[config.mk]
export PLATFORM = sky130hd
export DESIGN_NAME = trig_throttle
export DESIGN_NICKNAME = d
export VERILOG_FILES = /design/src/rtl/tt_pkg.sv /design/src/rtl/tt_rst_sync.sv /design/src/rtl/tt_cfg_regs.sv /design/src/rtl/tt_level_detect.sv /design/src/rtl/tt_gate.sv /design/src/rtl/tt_counters.sv /design/src/rtl/trig_throttle.sv
export SDC_FILE = /design/constraint.sdc
export NUM_CORES = 1
export LEC_CHECK = 0
export ABC_AREA = 0
export BUFFER_PORTS_ARGS = -buffer_cell sky130_fd_sc_hd__buf_2
export CORE_MARGIN = 2
export CORE_UTILIZATION = 45
export DETAILED_ROUTE_END_ITERATION = 8
export GPL_TIMING_DRIVEN = 0
export PLACE_DENSITY = 0.68
export SETUP_SLACK_MARGIN = 0.05
export SLEW_MARGIN = 20
export SYNTH_ARGS = -nofsm -noshare
export SYNTH_HDL_FRONTEND = slang
export SYNTH_HIERARCHICAL = 1
export SYNTH_SLANG_ARGS = --single-unit
[constraint.sdc]
create_clock -name clk -period 4.85 [get_ports clk]
set_clock_uncertainty 0.05 [all_clocks]
set_input_delay 0.485 -clock clk [delete_from_list [all_inputs] [get_ports clk]]
set_output_delay 0.485 -clock clk [all_outputs]
set_load 0.02 [all_outputs]
[src/rtl/tt_pkg.sv]
package tt_pkg;
  localparam int NUM_CLS = 4;
  localparam int CLS_W = 2;
  localparam logic [NUM_CLS-1:0] MASK_RST = 4'b0011;
endpackage

[src/rtl/tt_rst_sync.sv]
module tt_rst_sync (
  input  logic clk,
  input  logic arst_n,
  output logic srst_n
);
  logic [1:0] sync_q;

  always_ff @(posedge clk or negedge arst_n) begin
    if (!arst_n) sync_q <= '0;
    else         sync_q <= {sync_q[0], 1'b1};
  end

  assign srst_n = sync_q[1];
endmodule

[src/rtl/tt_cfg_regs.sv]
module tt_cfg_regs
  import tt_pkg::*;
#(
  parameter int OCC_W  = 8,
  parameter int HI_RST = 192,
  parameter int LO_RST = 64
) (
  input  logic               clk,
  input  logic               rst_n,
  input  logic               thr_wr,
  input  logic [OCC_W-1:0]   hi_in,
  input  logic [OCC_W-1:0]   lo_in,
  input  logic               mask_wr,
  input  logic [NUM_CLS-1:0] mask_in,
  output logic [OCC_W-1:0]   hi_q,
  output logic [OCC_W-1:0]   lo_q,
  output logic [NUM_CLS-1:0] mask_q
);
  logic thr_en;
  logic [OCC_W-1:0] hi_d, lo_d;
  logic [NUM_CLS-1:0] mask_d;

  // accept a mark pair only when it keeps low strictly under high
  always_comb begin
    thr_en = thr_wr && (lo_in < hi_in);
    hi_d   = thr_en ? hi_in : hi_q;
    lo_d   = thr_en ? lo_in : lo_q;
    mask_d = mask_wr ? mask_in : mask_q;
  end

  always_ff @(posedge clk or negedge rst_n) begin
    if (!rst_n) begin
      hi_q   <= OCC_W'(HI_RST);
      lo_q   <= OCC_W'(LO_RST);
      mask_q <= MASK_RST;
    end else begin
      hi_q   <= hi_d;
      lo_q   <= lo_d;
      mask_q <= mask_d;
    end
  end
endmodule

[src/rtl/tt_level_detect.sv]
module tt_level_detect #(
  parameter int N     = 8,
  parameter int OCC_W = 8
) (
  input  logic [N*OCC_W-1:0] occ_levels,
  input  logic [OCC_W-1:0]   hi_mark,
  input  logic [OCC_W-1:0]   lo_mark,
  output logic               any_high,
  output logic               all_low
);
  logic [N-1:0] at_or_above_hi;
  logic [N-1:0] under_lo;

  for (genvar g = 0; g < N; g++) begin : g_node
    logic [OCC_W-1:0] lvl;
    assign lvl               = occ_levels[g*OCC_W +: OCC_W];
    assign at_or_above_hi[g] = (lvl >= hi_mark);
    assign under_lo[g]       = (lvl < lo_mark);
  end

  assign any_high = |at_or_above_hi;
  assign all_low  = &under_lo;
endmodule

[src/rtl/tt_gate.sv]
module tt_gate
  import tt_pkg::*;
(
  input  logic               clk,
  input  logic               rst_n,
  input  logic               any_high,
  input  logic               all_low,
  input  logic               hard_busy,
  input  logic [NUM_CLS-1:0] mask,
  input  logic               trig_req,
  input  logic [CLS_W-1:0]   trig_class,
  output logic               throttle_q,
  output logic               acc_valid_q,
  output logic [CLS_W-1:0]   acc_class_q,
  output logic [NUM_CLS-1:0] inc_acc,
  output logic [NUM_CLS-1:0] inc_blk
);
  logic thr_d;
  logic refuse;
  logic accept;
  logic [NUM_CLS-1:0] cls_onehot;

  always_comb begin
    thr_d = throttle_q;
    if (any_high)     thr_d = 1'b1;
    else if (all_low) thr_d = 1'b0;

    refuse     = hard_busy | (mask[trig_class] & throttle_q);
    accept     = trig_req & ~refuse;
    cls_onehot = NUM_CLS'(1) << trig_class;
    inc_acc    = accept ? cls_onehot : '0;
    inc_blk    = (trig_req & refuse) ? cls_onehot : '0;
  end

  always_ff @(posedge clk or negedge rst_n) begin
    if (!rst_n) begin
      throttle_q  <= 1'b0;
      acc_valid_q <= 1'b0;
      acc_class_q <= '0;
    end else begin
      throttle_q  <= thr_d;
      acc_valid_q <= accept;
      if (trig_req) acc_class_q <= trig_class;
    end
  end
endmodule

[src/rtl/tt_counters.sv]
module tt_counters
  import tt_pkg::*;
#(
  parameter int CNT_W = 16
) (
  input  logic                     clk,
  input  logic                     rst_n,
  input  logic                     clr,
  input  logic [NUM_CLS-1:0]       inc_acc,
  input  logic [NUM_CLS-1:0]       inc_blk,
  output logic [NUM_CLS*CNT_W-1:0] acc_cnt,
  output logic [NUM_CLS*CNT_W-1:0] blk_cnt
);
  localparam logic [CNT_W-1:0] CNT_MAX = '1;

  for (genvar c = 0; c < NUM_CLS; c++) begin : g_cls
    logic [CNT_W-1:0] a_q, a_d, b_q, b_d;

    always_comb begin
      a_d = a_q;
      b_d = b_q;
      if (clr) begin
        a_d = '0;
        b_d = '0;
      end else begin
        if (inc_acc[c] && (a_q != CNT_MAX)) a_d = a_q + 1'b1;
        if (inc_blk[c] && (b_q != CNT_MAX)) b_d = b_q + 1'b1;
      end
    end

    always_ff @(posedge clk or negedge rst_n) begin
      if (!rst_n) begin
        a_q <= '0;
        b_q <= '0;
      end else begin
        a_q <= a_d;
        b_q <= b_d;
      end
    end

    assign acc_cnt[c*CNT_W +: CNT_W] = a_q;
    assign blk_cnt[c*CNT_W +: CNT_W] = b_q;
  end
endmodule

[src/rtl/trig_throttle.sv]
module trig_throttle
  import tt_pkg::*;
#(
  parameter int N      = 8,
  parameter int OCC_W  = 8,
  parameter int CNT_W  = 16,
  parameter int HI_RST = 192,
  parameter int LO_RST = 64
) (
  input  logic                     clk,
  input  logic                     rst_n,
  input  logic [N*OCC_W-1:0]       occ_levels,
  input  logic                     hard_busy,
  input  logic                     thr_wr,
  input  logic [OCC_W-1:0]         thr_hi_in,
  input  logic [OCC_W-1:0]         thr_lo_in,
  input  logic                     mask_wr,
  input  logic [NUM_CLS-1:0]       mask_in,
  input  logic                     trig_req,
  input  logic [CLS_W-1:0]         trig_class,
  input  logic                     cnt_clr,
  output logic                     acc_valid,
  output logic [CLS_W-1:0]         acc_class,
  output logic                     throttle_on,
  output logic [OCC_W-1:0]         thr_hi,
  output logic [OCC_W-1:0]         thr_lo,
  output logic [NUM_CLS*CNT_W-1:0] acc_cnt,
  output logic [NUM_CLS*CNT_W-1:0] blk_cnt
);
  // supported node range
  if (N < 1 || N > 32) begin : g_bad_n
    $error("node count out of range");
  end

  logic rst_sync_n;
  logic any_high, all_low;
  logic [NUM_CLS-1:0] mask_q;
  logic [NUM_CLS-1:0] inc_acc, inc_blk;

  tt_rst_sync u_rst (
    .clk    (clk),
    .arst_n (rst_n),
    .srst_n (rst_sync_n)
  );

  tt_cfg_regs #(.OCC_W(OCC_W), .HI_RST(HI_RST), .LO_RST(LO_RST)) u_cfg (
    .clk     (clk),
    .rst_n   (rst_sync_n),
    .thr_wr  (thr_wr),
    .hi_in   (thr_hi_in),
    .lo_in   (thr_lo_in),
    .mask_wr (mask_wr),
    .mask_in (mask_in),
    .hi_q    (thr_hi),
    .lo_q    (thr_lo),
    .mask_q  (mask_q)
  );

  tt_level_detect #(.N(N), .OCC_W(OCC_W)) u_lvl (
    .occ_levels (occ_levels),
    .hi_mark    (thr_hi),
    .lo_mark    (thr_lo),
    .any_high   (any_high),
    .all_low    (all_low)
  );

  tt_gate u_gate (
    .clk         (clk),
    .rst_n       (rst_sync_n),
    .any_high    (any_high),
    .all_low     (all_low),
    .hard_busy   (hard_busy),
    .mask        (mask_q),
    .trig_req    (trig_req),
    .trig_class  (trig_class),
    .throttle_q  (throttle_on),
    .acc_valid_q (acc_valid),
    .acc_class_q (acc_class),
    .inc_acc     (inc_acc),
    .inc_blk     (inc_blk)
  );

  tt_counters #(.CNT_W(CNT_W)) u_cnt (
    .clk     (clk),
    .rst_n   (rst_sync_n),
    .clr     (cnt_clr),
    .inc_acc (inc_acc),
    .inc_blk (inc_blk),
    .acc_cnt (acc_cnt),
    .blk_cnt (blk_cnt)
  );
endmodule

==> results.md, run 1 <==
- Clock period minus worst slack: 3.02 ns
- Hold Vio Cnt, Final: 0
- Net switching power: 1.17 mW
- Critical path's slowest cell: or4_1
- First-pass GRT wire length: 52100 um
- Via Count: 10500
- PnR worst setup slack: 1.83 ns
- Synth Net Count: 1392
- Number of synthesis warnings: 6
- Relative slew slack: 34.7%
- Number of flops mapped to enable cells by yosys: 0
- Min-Delay Path Class: flop to asynchronous set/reset pin
- Setup TNS: 0 ns
- Core Region: 0.0242 mm^2
- CP Class: flop to flop
- Critical path's largest stage delay: 0.55 ns
- Worst Path Buf+Inv: 1
- Num ports: 241
- CTS Root Cell: clkbuf_16
- Vias/cell: 5.92
- Worst skew pair latency: 0.44 ns
- Worst endpoint required time: 5.12 ns
- DP Cell Count: 1729
- CTS tree: done
- CP dominant cell by count: or4_1
- WL per Instance: 18.5 um
- Combinational family with the most area after synthesis: simple AND/OR/NAND/NOR gates
- Fin. max-slew vios: 0
- Pwr dens: 267 mW/mm^2
- WL final: 32700 um
- Status: completed
- Dpl hpwl: 24900 um
- VDD IR-drop max: 0.206 mV
- Clock network fraction of total power: 37.3%
- Share of cells above drive strength 1: 24.5%
- 1st-iter DRT viols: 798
- Final hold slack: 0.158 ns
- Fin crit share: 62.2%
- Vias in the first global route: 9807
- Placer congestion estimate: 0.954
- Clock sink count: 154
- Die extent in y: 160 um
- Post-Synth Simple-Gate Area: 23.1%
- Worst path top cell family by delay: simple AND/OR/NAND/NOR gates
- Synth Register Bits: 154
- Final nets: 1653
- Share of the synthesized area in the top cell type: 33.9%
- Post-Synthesis Cells: 1164
- Flop pwr share: 38.6%
- Worst path cell trace: inv_1, ha_1, a21oi_2, o22ai_1, a221oi_1, nand4_1, or4_1, or4_1, a21o_1
- RSZ-0062 raised after global routing: false
- Mapped Area: 0.0110 mm^2
- CTS Buffer Depth: 2
- Post-Synth Adder-Cell Area: 15.3%
- Full die area: 0.0257 mm^2
- Port bufs: 238
- Int Power: 2.38 mW
- DRC: 0
- Clock transition at path regs: 0.07 ns
- Worst Max-Slew Pin Slew: 0.967 ns
- Initial antenna violation count: 8
- CP arrival: 3.29 ns
- Crit end category: flop
- Post-synth top area cell: dfrtp_1
- Sequential share of the synthesized area: 35.1%
- Pre-CTS setup slack: 1.51 ns
- Async S/R FF share, synth: 100%
- Net Sw Frac: 33.0%
- Drt pass-1 iters: 5
- Leak Pwr: 6.23 nW
- Largest net degree at the start of global routing: 56
- Synth Area in XOR/XNOR: 0.795%
- Post-route insts no fill: 1769
- ANT nets after route: 0
- Distinct cell type count after synthesis: 75
- Synth area leaders: dfrtp_1, ha_1, a21oi_1
- Critical Path Start Type: flop
- Max Fanout on Critical Path: 8
- Syn_area_per_cell: 9.46 um^2
- Final setup fails: 0
- Comb power frac: 24.1%
- TritonCTS buffer count: 17
- Synth cell count leaders: dfrtp_1, ha_1, a21oi_1, nand2_1, nor2_1
- Multiplexer share of the synthesized area: 5.68%
- Starting Density: 45.5%
- Chip Width: 160 um
- Number of H-tree levels: 4
- F_max: 0.332 GHz
- Count leader, synth: dfrtp_1
- Post-CTS Setup Bufs: 0
- Row cnt: 57
- GR Overflow Total: 0
- Compound-Gate Fraction of Synth Area: 16.9%
- Max Cap Viol: 0
- Area grow syn2layout: 20.9%
- Synth Flop Type: dfrtp_1
- Gr usage total: 25.1%
==> power groups by stage <==
stage	combinational [mW]	sequential, mW	clock (mW)
floorplan	0.510	1.44	0
global placement	0.789	1.42	0
detailed placement	0.846	1.40	0
CTS	0.852	1.37	1.36
global route	0.961	1.38	1.42
finish	0.856	1.37	1.33
==> sequential cells by signal, indices dropped and copies added (netlist names) <==
name and cells:
u_gate/acc_class_q 2, u_gate/throttle_q 1, u_cnt/g_cls.a_q 64, u_rst/sync_q 2
u_cnt/g_cls.b_q 64, u_gate/acc_valid_q 1, u_cfg/lo_q 8, u_cfg/mask_q 4
u_cfg/hi_q 8
==> repair_timing <==
item	4_1_cts	5_1_grt
endpoints found under the hold margin	2	0
hold buffers	1	0
resized for setup	0	0
==> cell usage in the layout (no fill, tap or decap), types with 8 or more instances in the layout <==
| cell type | Yosys | routed |
|---|---|---|
| inv_1 | 48 | 48 |
| mux2_2 | 31 | 31 |
| nand2b_1 | 13 | 13 |
| nand3_1 | 53 | 53 |
| clkbuf_1 | 15 | 15 |
| or3_1 | 28 | 28 |
| nand4_1 | 62 | 62 |
| clkbuf_16 | 0 | 17 |
| ha_1 | 135 | 135 |
| nor4_1 | 19 | 19 |
| a211oi_1 | 12 | 12 |
| a21oi_1 | 94 | 94 |
| dfrtp_1 | 149 | 148 |
| nor2b_1 | 24 | 24 |
| a21o_1 | 17 | 17 |
| nor2_1 | 67 | 67 |
| nor3_1 | 26 | 26 |
| a31oi_1 | 14 | 14 |
| nand2_1 | 68 | 68 |
| o21ai_0 | 45 | 45 |
| xor2_1 | 8 | 8 |
| buf_2 | 7 | 245 |
| mux2_4 | 11 | 11 |
| o31ai_1 | 28 | 28 |
| and3_1 | 20 | 20 |
| and4_1 | 17 | 17 |
| or4_1 | 33 | 33 |
| mux2i_1 | 10 | 10 |
==> worst paths after layout <==
check                           slack (ns)                       from                             to  cells after the start
worst max-delay path                  1.83  u_cfg/hi_q[5]$_DFFE_PN0P_  u_gate/throttle_q$_DFFE_PN0P_                      9
worst min-delay path                  0.16  u_rst/sync_q[1]$_DFF_PN0_      u_cfg/lo_q[4]$_DFFE_PN0P_                      0
worst max register to register        1.83  u_cfg/hi_q[5]$_DFFE_PN0P_  u_gate/throttle_q$_DFFE_PN0P_                      9
worst min register to register        0.16  u_rst/sync_q[1]$_DFF_PN0_      u_cfg/lo_q[4]$_DFFE_PN0P_                      0
max in group asynchronous             3.98  u_rst/sync_q[1]$_DFF_PN0_    u_cfg/mask_q[0]$_DFFE_PN1P_                      1
min in group clk                      0.24                 mask_in[1]    u_cfg/mask_q[1]$_DFFE_PN1P_                      2
==> layout make-up <==
class	count	area (um^2)
Timing Repair Buffer	242	1280
Antenna cell	7	17.5
Multi-Input combinational cell	932	6820
Clock inverter	14	146
Clock buffer	18	439
Fill cell	2228	10900
Sequential cell	154	3860
Tap cell	324	405
Buffer	30	160
Inverter	48	180
==> logic make-up (layout without fill, tap and decap cells) <==
group / count (synthesis) / after routing
AOI/OAI and AO/OA: 279 / 279
xor gates and xnor gates: 10 / 10
adders and majority gates: 135 / 135
buffers and inverters: 78 / 352
DFF: 154 / 154
muxes: 53 / 53
other: 1 / 8
and+or+nand+nor: 454 / 454
==> worst reg2reg max path: cells and delay by family (launching register included) <==
| family | cells | cell delay (ns) |
|---|---|---|
| adders and majority gates | 1 | 0.34 |
| DFF | 1 | 0.41 |
| and+or+nand+nor | 3 | 1.14 |
| AOI/OAI and AO/OA | 4 | 0.66 |
| buffers and inverters | 1 | 0.32 |
==> metal layers <==
layer / track usage [%] / up-vias / share of wire [%]
met4: 9.38 / 2 / 2.9
met1: 33.6 / 5061 / 45
met3: 4.60 / 46 / 5.4
met5: 0 / - / 0.040
met2: 40.7 / 308 / 47
li1: - / 5052 / -
==> per-stage QoR <==
step	utilization [%]	power, mW	area [um^2]
after global placement	52.1	2.21	12600
after floorplan	-	1.95	11000
after detailed placement	52.5	2.24	12700
after CTS	55.0	3.59	13300
after global routing	55.1	3.76	13300
final	55.1	3.56	13300
(Power assumes the default switching activity.)
==> run 2, diff against run 1 <==
- PLACE_DENSITY: 0.68 -> 0.65
- clock period: 4.85 -> 2.8 ns (I/O delays scaled with it)
==> results.md, run 2 (synthesis gave the netlist of run 1 again) <==
- Die extent in y: 160 um (unchanged)
- Share of cells above drive strength 1: 27.3% (+2.8 points)
- CTS Root Cell: clkbuf_16
- Vias/cell: 5.90 (-0.30%)
- WL final: 33200 um (+1.5%)
- Clock period minus worst slack: 2.86 ns (-0.153 ns)
- Number of H-tree levels: 4 (unchanged)
- VDD IR-drop max: 0.366 mV (+78%)
- Largest net degree at the start of global routing: 54 (-3.6%)
- TritonCTS buffer count: 17 (unchanged)
- Clock sink count: 154 (unchanged)
- Max Cap Viol: 0 (unchanged)
- CP Class: flop to flop
- Register area: 0.00386 mm^2 (unchanged)
- CP arrival: 3.13 ns (-0.16 ns)
- Worst endpoint required time: 3.07 ns (-2.05 ns)
- Worst Max-Slew Pin Slew: 0.872 ns (-0.0949 ns)
- Placed Instance Area: 0.0127 mm^2 (about the same)
- Relative slew slack: 41.9% (+7.2 points)
- ANT nets after route: 0 (unchanged)
- Crit end category: flop
- Full die area: 0.0257 mm^2 (unchanged)
- Multi-input gate area: 0.00708 mm^2 (+3.7%)
- Via Count: 10500 (+0.43%)
- PnR worst setup slack: -0.0629 ns (-1.90 ns)
- WL per Instance: 18.6 um (+0.80%)
- Top Registers: u_cnt/g_cls.a_q (64), u_cnt/g_cls.b_q (64)
- RSZ-0062 raised after global routing: true
- F_max: 0.349 GHz (+5.4%)
- Dpl hpwl: 24900 um (about the same)
- Drt pass-1 iters: 7 (+2)
- Commonest non-fill, non-tap cell in the layout: buf_2
- Final setup fails: 1 (+1)
- Initial antenna violation count: 5 (-3)
- Max Fanout on Critical Path: 4 (-4)
- Placer congestion estimate: 0.931 (-2.5%)
- Vias in the first global route: 9988 (+1.8%)
- Port bufs: 238 (unchanged)
- Chip Width: 160 um (unchanged)
- Hold Vio Cnt, Final: 0 (unchanged)
- DRC: 0 (unchanged)
- Row cnt: 57 (unchanged)
- Worst skew pair latency: 0.43 ns (about the same)
- CTS Buffer Depth: 2 (unchanged)
- Clock transition at path regs: 0.07 ns (about the same)
- Violated checks: negative setup slack
- Finished Cell Area: 0.0137 mm^2 (+2.9%)
- Final hold slack: 0.0291 ns (-0.129 ns)
- Commonest cells after routing, fill and taps aside: buf_2, dfrtp_1, ha_1, a21oi_1
- 1st-iter DRT viols: 702 (-12%)
- CTS tree: done
- Pwr dens: 464 mW/mm^2 (+74%)
- Reg2Reg Setup Slack: -0.06 ns (-1.90 ns)
- Leak Pwr: 6.32 nW (+1.3%)
- Area grow syn2layout: 24.4%
- FILL cells: 2174 (-2.4%)
- Num ports: 241 (unchanged)
- Core Region: 0.0242 mm^2 (unchanged)
- Starting Density: 45.5% (unchanged)
- First-pass GRT wire length: 52800 um (+1.4%)
- Critical Path Start Type: flop
- Status: complete, but fails checks
- Min-Delay Path Class: input port to flop
- GR Overflow Total: 0 (unchanged)
- Gr usage total: 25.7% (+0.63 points)
- Fin. max-slew vios: 0 (unchanged)
- Fin crit share: 102% (+40 points)
- Final nets: 1668 (+0.91%)
[run 2: final timing paths]
kind                                                start                            end  cells past startpoint
worst max register to register  u_cfg/hi_q[7]$_DFFE_PN1P_  u_gate/throttle_q$_DFFE_PN0P_                     10
min in group asynchronous                           rst_n      u_rst/sync_q[1]$_DFF_PN0_                      2
max in group asynchronous       u_rst/sync_q[1]$_DFF_PN0_    u_cfg/mask_q[1]$_DFFE_PN1P_                      1
worst max-delay path            u_cfg/hi_q[7]$_DFFE_PN1P_  u_gate/throttle_q$_DFFE_PN0P_                     10
worst min register to register  u_rst/sync_q[0]$_DFF_PN0_      u_rst/sync_q[1]$_DFF_PN0_                      0
worst min-delay path                           mask_in[2]    u_cfg/mask_q[2]$_DFFE_PN0P_                      2
[run 2: routing by layer]
layer  global-route usage, %  up-vias  part of all wire [%]
met3                    6.02       46                   6.0
met5                       0        -                     0
met4                    9.34        0                   2.6
met1                    34.1     5100                    45
met2                    41.2      299                    47
li1                        -     5069                     -
[run 2: final cells by class]
| cell class | instances | share of cell area [%] |
|---|---|---|
| Antenna cell | 5 | 0.0914 |
| Buffer | 30 | 1.17 |
| Clock buffer | 18 | 3.13 |
| Clock inverter | 14 | 1.11 |
| Inverter | 48 | 1.43 |
| Multi-Input combinational cell | 932 | 51.7 |
| Sequential cell | 154 | 28.2 |
| Tap cell | 324 | 2.96 |
| Timing Repair Buffer | 257 | 10.2 |
[run 2: critical path: stages, from the launching register on]
cell	delay, ns
dfstp_2	0.56
clkinvlp_4	0.14
buf_4	0.17
ha_4	0.23
nand2_1	0.07
o22ai_2	0.10
a221oi_2	0.17
nand4_1	0.16
or4_1	0.53
or4_1	0.41
a21o_1	0.16
[run 2: power breakdown]
part	switching, mW	total [mW]	leakage [nW]	internal (mW)
sequential	0.0975	2.39	2.08	2.30
combinational	0.920	1.65	3.95	0.727
clock	1.05	2.31	0.286	1.26
[run 2: repair_timing]
action                                 4_1_cts  5_1_grt
pin swaps                                    5        1
resized for setup                           29       10
hold buffers                                 1        0
setup buffers                               15        0
endpoints found under the hold margin        2        0
setup endpoints to repair                   25       18
[run 2: per-stage QoR]
| stage | total power [mW] | utilization [%] | instances | TNS (ns) | setup slack [ns] |
|---|---|---|---|---|---|
| floorplan | 3.37 | - | 1164 | 0 | 0.145 |
| global placement | 3.82 | 52.2 | 1726 | -145.26 | -0.931 |
| detailed placement | 3.88 | 52.5 | 1729 | -2.88 | -0.296 |
| CTS | 6.37 | 56.3 | 1777 | -0.0352 | -0.0352 |
| global route | 6.69 | 56.6 | 1781 | -0.148 | -0.148 |
| finish | 6.35 | 56.6 | 1782 | -0.0629 | -0.0629 |
==> run 3, diff against run 2 <==
- CTS_CLUSTER_SIZE: not set -> 16
- SETUP_SLACK_MARGIN: 0.05 -> not set
==> results.md, run 3 (synthesis gave the netlist of run 1 again) <==
- Setup TNS: -0.0645 ns (-0.00162 ns)
- Share of cells above drive strength 1: 27.3% (unchanged)
- Starting Density: 45.5% (unchanged)
- Multi-input gate area: 0.00707 mm^2 (about the same)
- Num ports: 241 (unchanged)
- Top Registers: u_cnt/g_cls.a_q (64), u_cnt/g_cls.b_q (64)
- VDD IR-drop max: 0.366 mV (about the same)
- Net switching power: 2.06 mW (-0.19%)
- WL final: 33200 um (about the same)
- Fin crit share: 102% (about the same)
- FILL cells: 2174 (unchanged)
- First-pass GRT wire length: 52800 um (about the same)
- CP Class: flop to flop
- Net Sw Frac: 32.5% (-0.038 points)
- Initial antenna violation count: 5 (unchanged)
- Clock period minus worst slack: 2.86 ns (+0.00162 ns)
- Placer congestion estimate: 0.931 (unchanged)
- Pwr dens: 464 mW/mm^2 (about the same)
- Min-delay src: mask_in[2]
- Reg2reg start: u_cfg/hi_q[7]$_DFFE_PN1P_
- Leak Pwr: 6.31 nW (about the same)
- Drt pass-1 iters: 5 (-2)
- CTS Buffer Depth: 2 (unchanged)
- Via Count: 10500 (+0.17%)
- Relative slew slack: 41.3% (-0.63 points)
- Commonest non-fill, non-tap cell in the layout: buf_2
- Comb power frac: 25.9% (about the same)
- Hold Vio Cnt, Final: 0 (unchanged)
- Final Util: 56.6% (about the same)
- Worst path cell trace: clkinvlp_4, buf_4, ha_4, nand2_1, o22ai_2, a221oi_2, nand4_1, or4_1, or4_1, a21o_1
- Final nets: 1668 (unchanged)
- TritonCTS buffer count: 17 (unchanged)
- Worst skew pair latency: 0.43 ns (about the same)
- Violated checks: negative setup slack
- Reg2Reg Setup Slack: -0.06 ns (about the same)
- RSZ-0062 raised after global routing: true
- Clock network fraction of total power: 36.4% (about the same)
- Final setup fails: 1 (unchanged)
- Fin. max-slew vios: 0 (unchanged)
- Total power: 6.35 mW (about the same)
- Flop pwr share: 37.7% (about the same)
- Chip Width: 160 um (unchanged)
- CP arrival: 3.13 ns (about the same)
- Largest net degree at the start of global routing: 54 (unchanged)
- Core Region: 0.0242 mm^2 (unchanged)
- Number of H-tree levels: 4 (unchanged)
- Port bufs: 238 (unchanged)
- CP dominant cell by count: or4_1
- Critical path's largest stage delay: 0.56 ns (about the same)
- Max Cap Viol: 0 (unchanged)
- Max Fanout on Critical Path: 4 (unchanged)
- Row cnt: 57 (unchanged)
- Worst endpoint required time: 3.07 ns (about the same)
- Full die area: 0.0257 mm^2 (unchanged)
- Reg-to-reg endpoint: u_gate/throttle_q$_DFFE_PN0P_
- Vias/cell: 5.91 (+0.17%)
- CTS Root Cell: clkbuf_16
- FF-to-FF path depth: 10 (unchanged)
- Gr usage total: 25.7% (unchanged)
- Status: complete, but fails checks
- Min-Delay Path Class: input port to flop
- GR Overflow Total: 0 (unchanged)
- Area grow syn2layout: 24.3% (about the same)
- Dpl hpwl: 24900 um (unchanged)
- Vias in the first global route: 9982 (-0.060%)
- DRC: 0 (unchanged)
- Critical Path Start Type: flop
- Critical path destination: u_gate/throttle_q$_DFFE_PN0P_
- Clock sink count: 154 (unchanged)
- WL per Instance: 18.6 um (about the same)
- Int Power: 4.29 mW (about the same)
- Die extent in y: 160 um (unchanged)
- PnR worst setup slack: -0.0645 ns (-0.00162 ns)
- Crit end category: flop
- Worst Max-Slew Pin Slew: 0.881 ns (+0.00947 ns)
- F_max: 0.349 GHz (about the same)
- Beginning of the critical path: u_cfg/hi_q[7]$_DFFE_PN1P_
- CTS tree: done
- Critical path's slowest cell: dfstp_2
- Pre-CTS setup slack: -0.296 ns (unchanged)
- 1st-iter DRT viols: 742 (+5.7%)
- Register area: 0.00386 mm^2 (unchanged)
- Commonest cells after routing, fill and taps aside: buf_2, dfrtp_1, ha_1, a21oi_1
- Final hold slack: 0.0292 ns (+0.000149 ns)
- Clock transition at path regs: 0.07 ns (about the same)
- ANT nets after route: 0 (unchanged)
-- run 3: stage by stage --
step	instance area, um^2	cells
2_1_floorplan	11000	1164
3_3_place_gp	12600	1726
3_5_place_dp	12700	1729
4_1_cts	13600	1776
5_1_grt	13700	1781
6_report	13700	1782
-- run 3: routing by layer --
metal	GRT usage [%]	vias up	wire length (um)
met5	0	-	0
met4	9.34	0	852
met3	6.02	46	1960
met2	41.2	324	15500
met1	34.1	5093	14900
li1	-	5069	-
-- run 3: power groups by stage --
stage | logic, mW | registers, mW | clock network (mW)
2_1_floorplan | 0.885 | 2.49 | 0
3_3_place_gp | 1.37 | 2.46 | 0
3_5_place_dp | 1.44 | 2.43 | 0
4_1_cts | 1.61 | 2.39 | 2.37
5_1_grt | 1.82 | 2.41 | 2.46
6_report | 1.65 | 2.39 | 2.31
-- run 3: critical path, delay by kind of cell (launching register included) --
family	cells	cell delay, ns
flip-flops	1	0.56
buffers and inverters	2	0.31
adder cells (fa/ha/maj)	1	0.22
AO/OA/AOI/OAI	3	0.44
AND/OR/NAND/NOR	4	1.17
-- run 3: final cells by class --
cell class                      count  area share, %
Sequential cell                   154           28.2
Timing Repair Buffer              257           10.2
Clock buffer                       18           3.13
Inverter                           48           1.43
Clock inverter                     14           1.11
Antenna cell                        5         0.0914
Buffer                             30           1.17
Tap cell                          324           2.96
Multi-Input combinational cell    932           51.7
-- run 3: worst min-delay path by stage --
stage | endpoint | slack (ns) | depth (start not counted)
after detailed placement | u_rst/sync_q[0]$_DFF_PN0_ | 0.02 | 1
final | u_cfg/mask_q[2]$_DFFE_PN0P_ | 0.03 | 2
after global placement | u_rst/sync_q[0]$_DFF_PN0_ | 0.02 | 1
after global routing | u_cfg/mask_q[3]$_DFFE_PN0P_ | 0.02 | 2
after floorplan | u_rst/sync_q[0]$_DFF_PN0_ | -0.07 | 0
after CTS | u_cfg/mask_q[2]$_DFFE_PN0P_ | 0.02 | 2
-- run 3: repair_timing --
| action | 4_1_cts | 5_1_grt |
|---|---|---|
| setup endpoints to repair | 18 | 14 |
| resized for setup | 29 | 9 |
| pin swaps | 4 | 2 |
| hold buffers | 1 | 0 |
| hold endpoints to repair | 2 | 0 |
| cloned | 0 | 0 |
| buffers inserted | 14 | 1 |
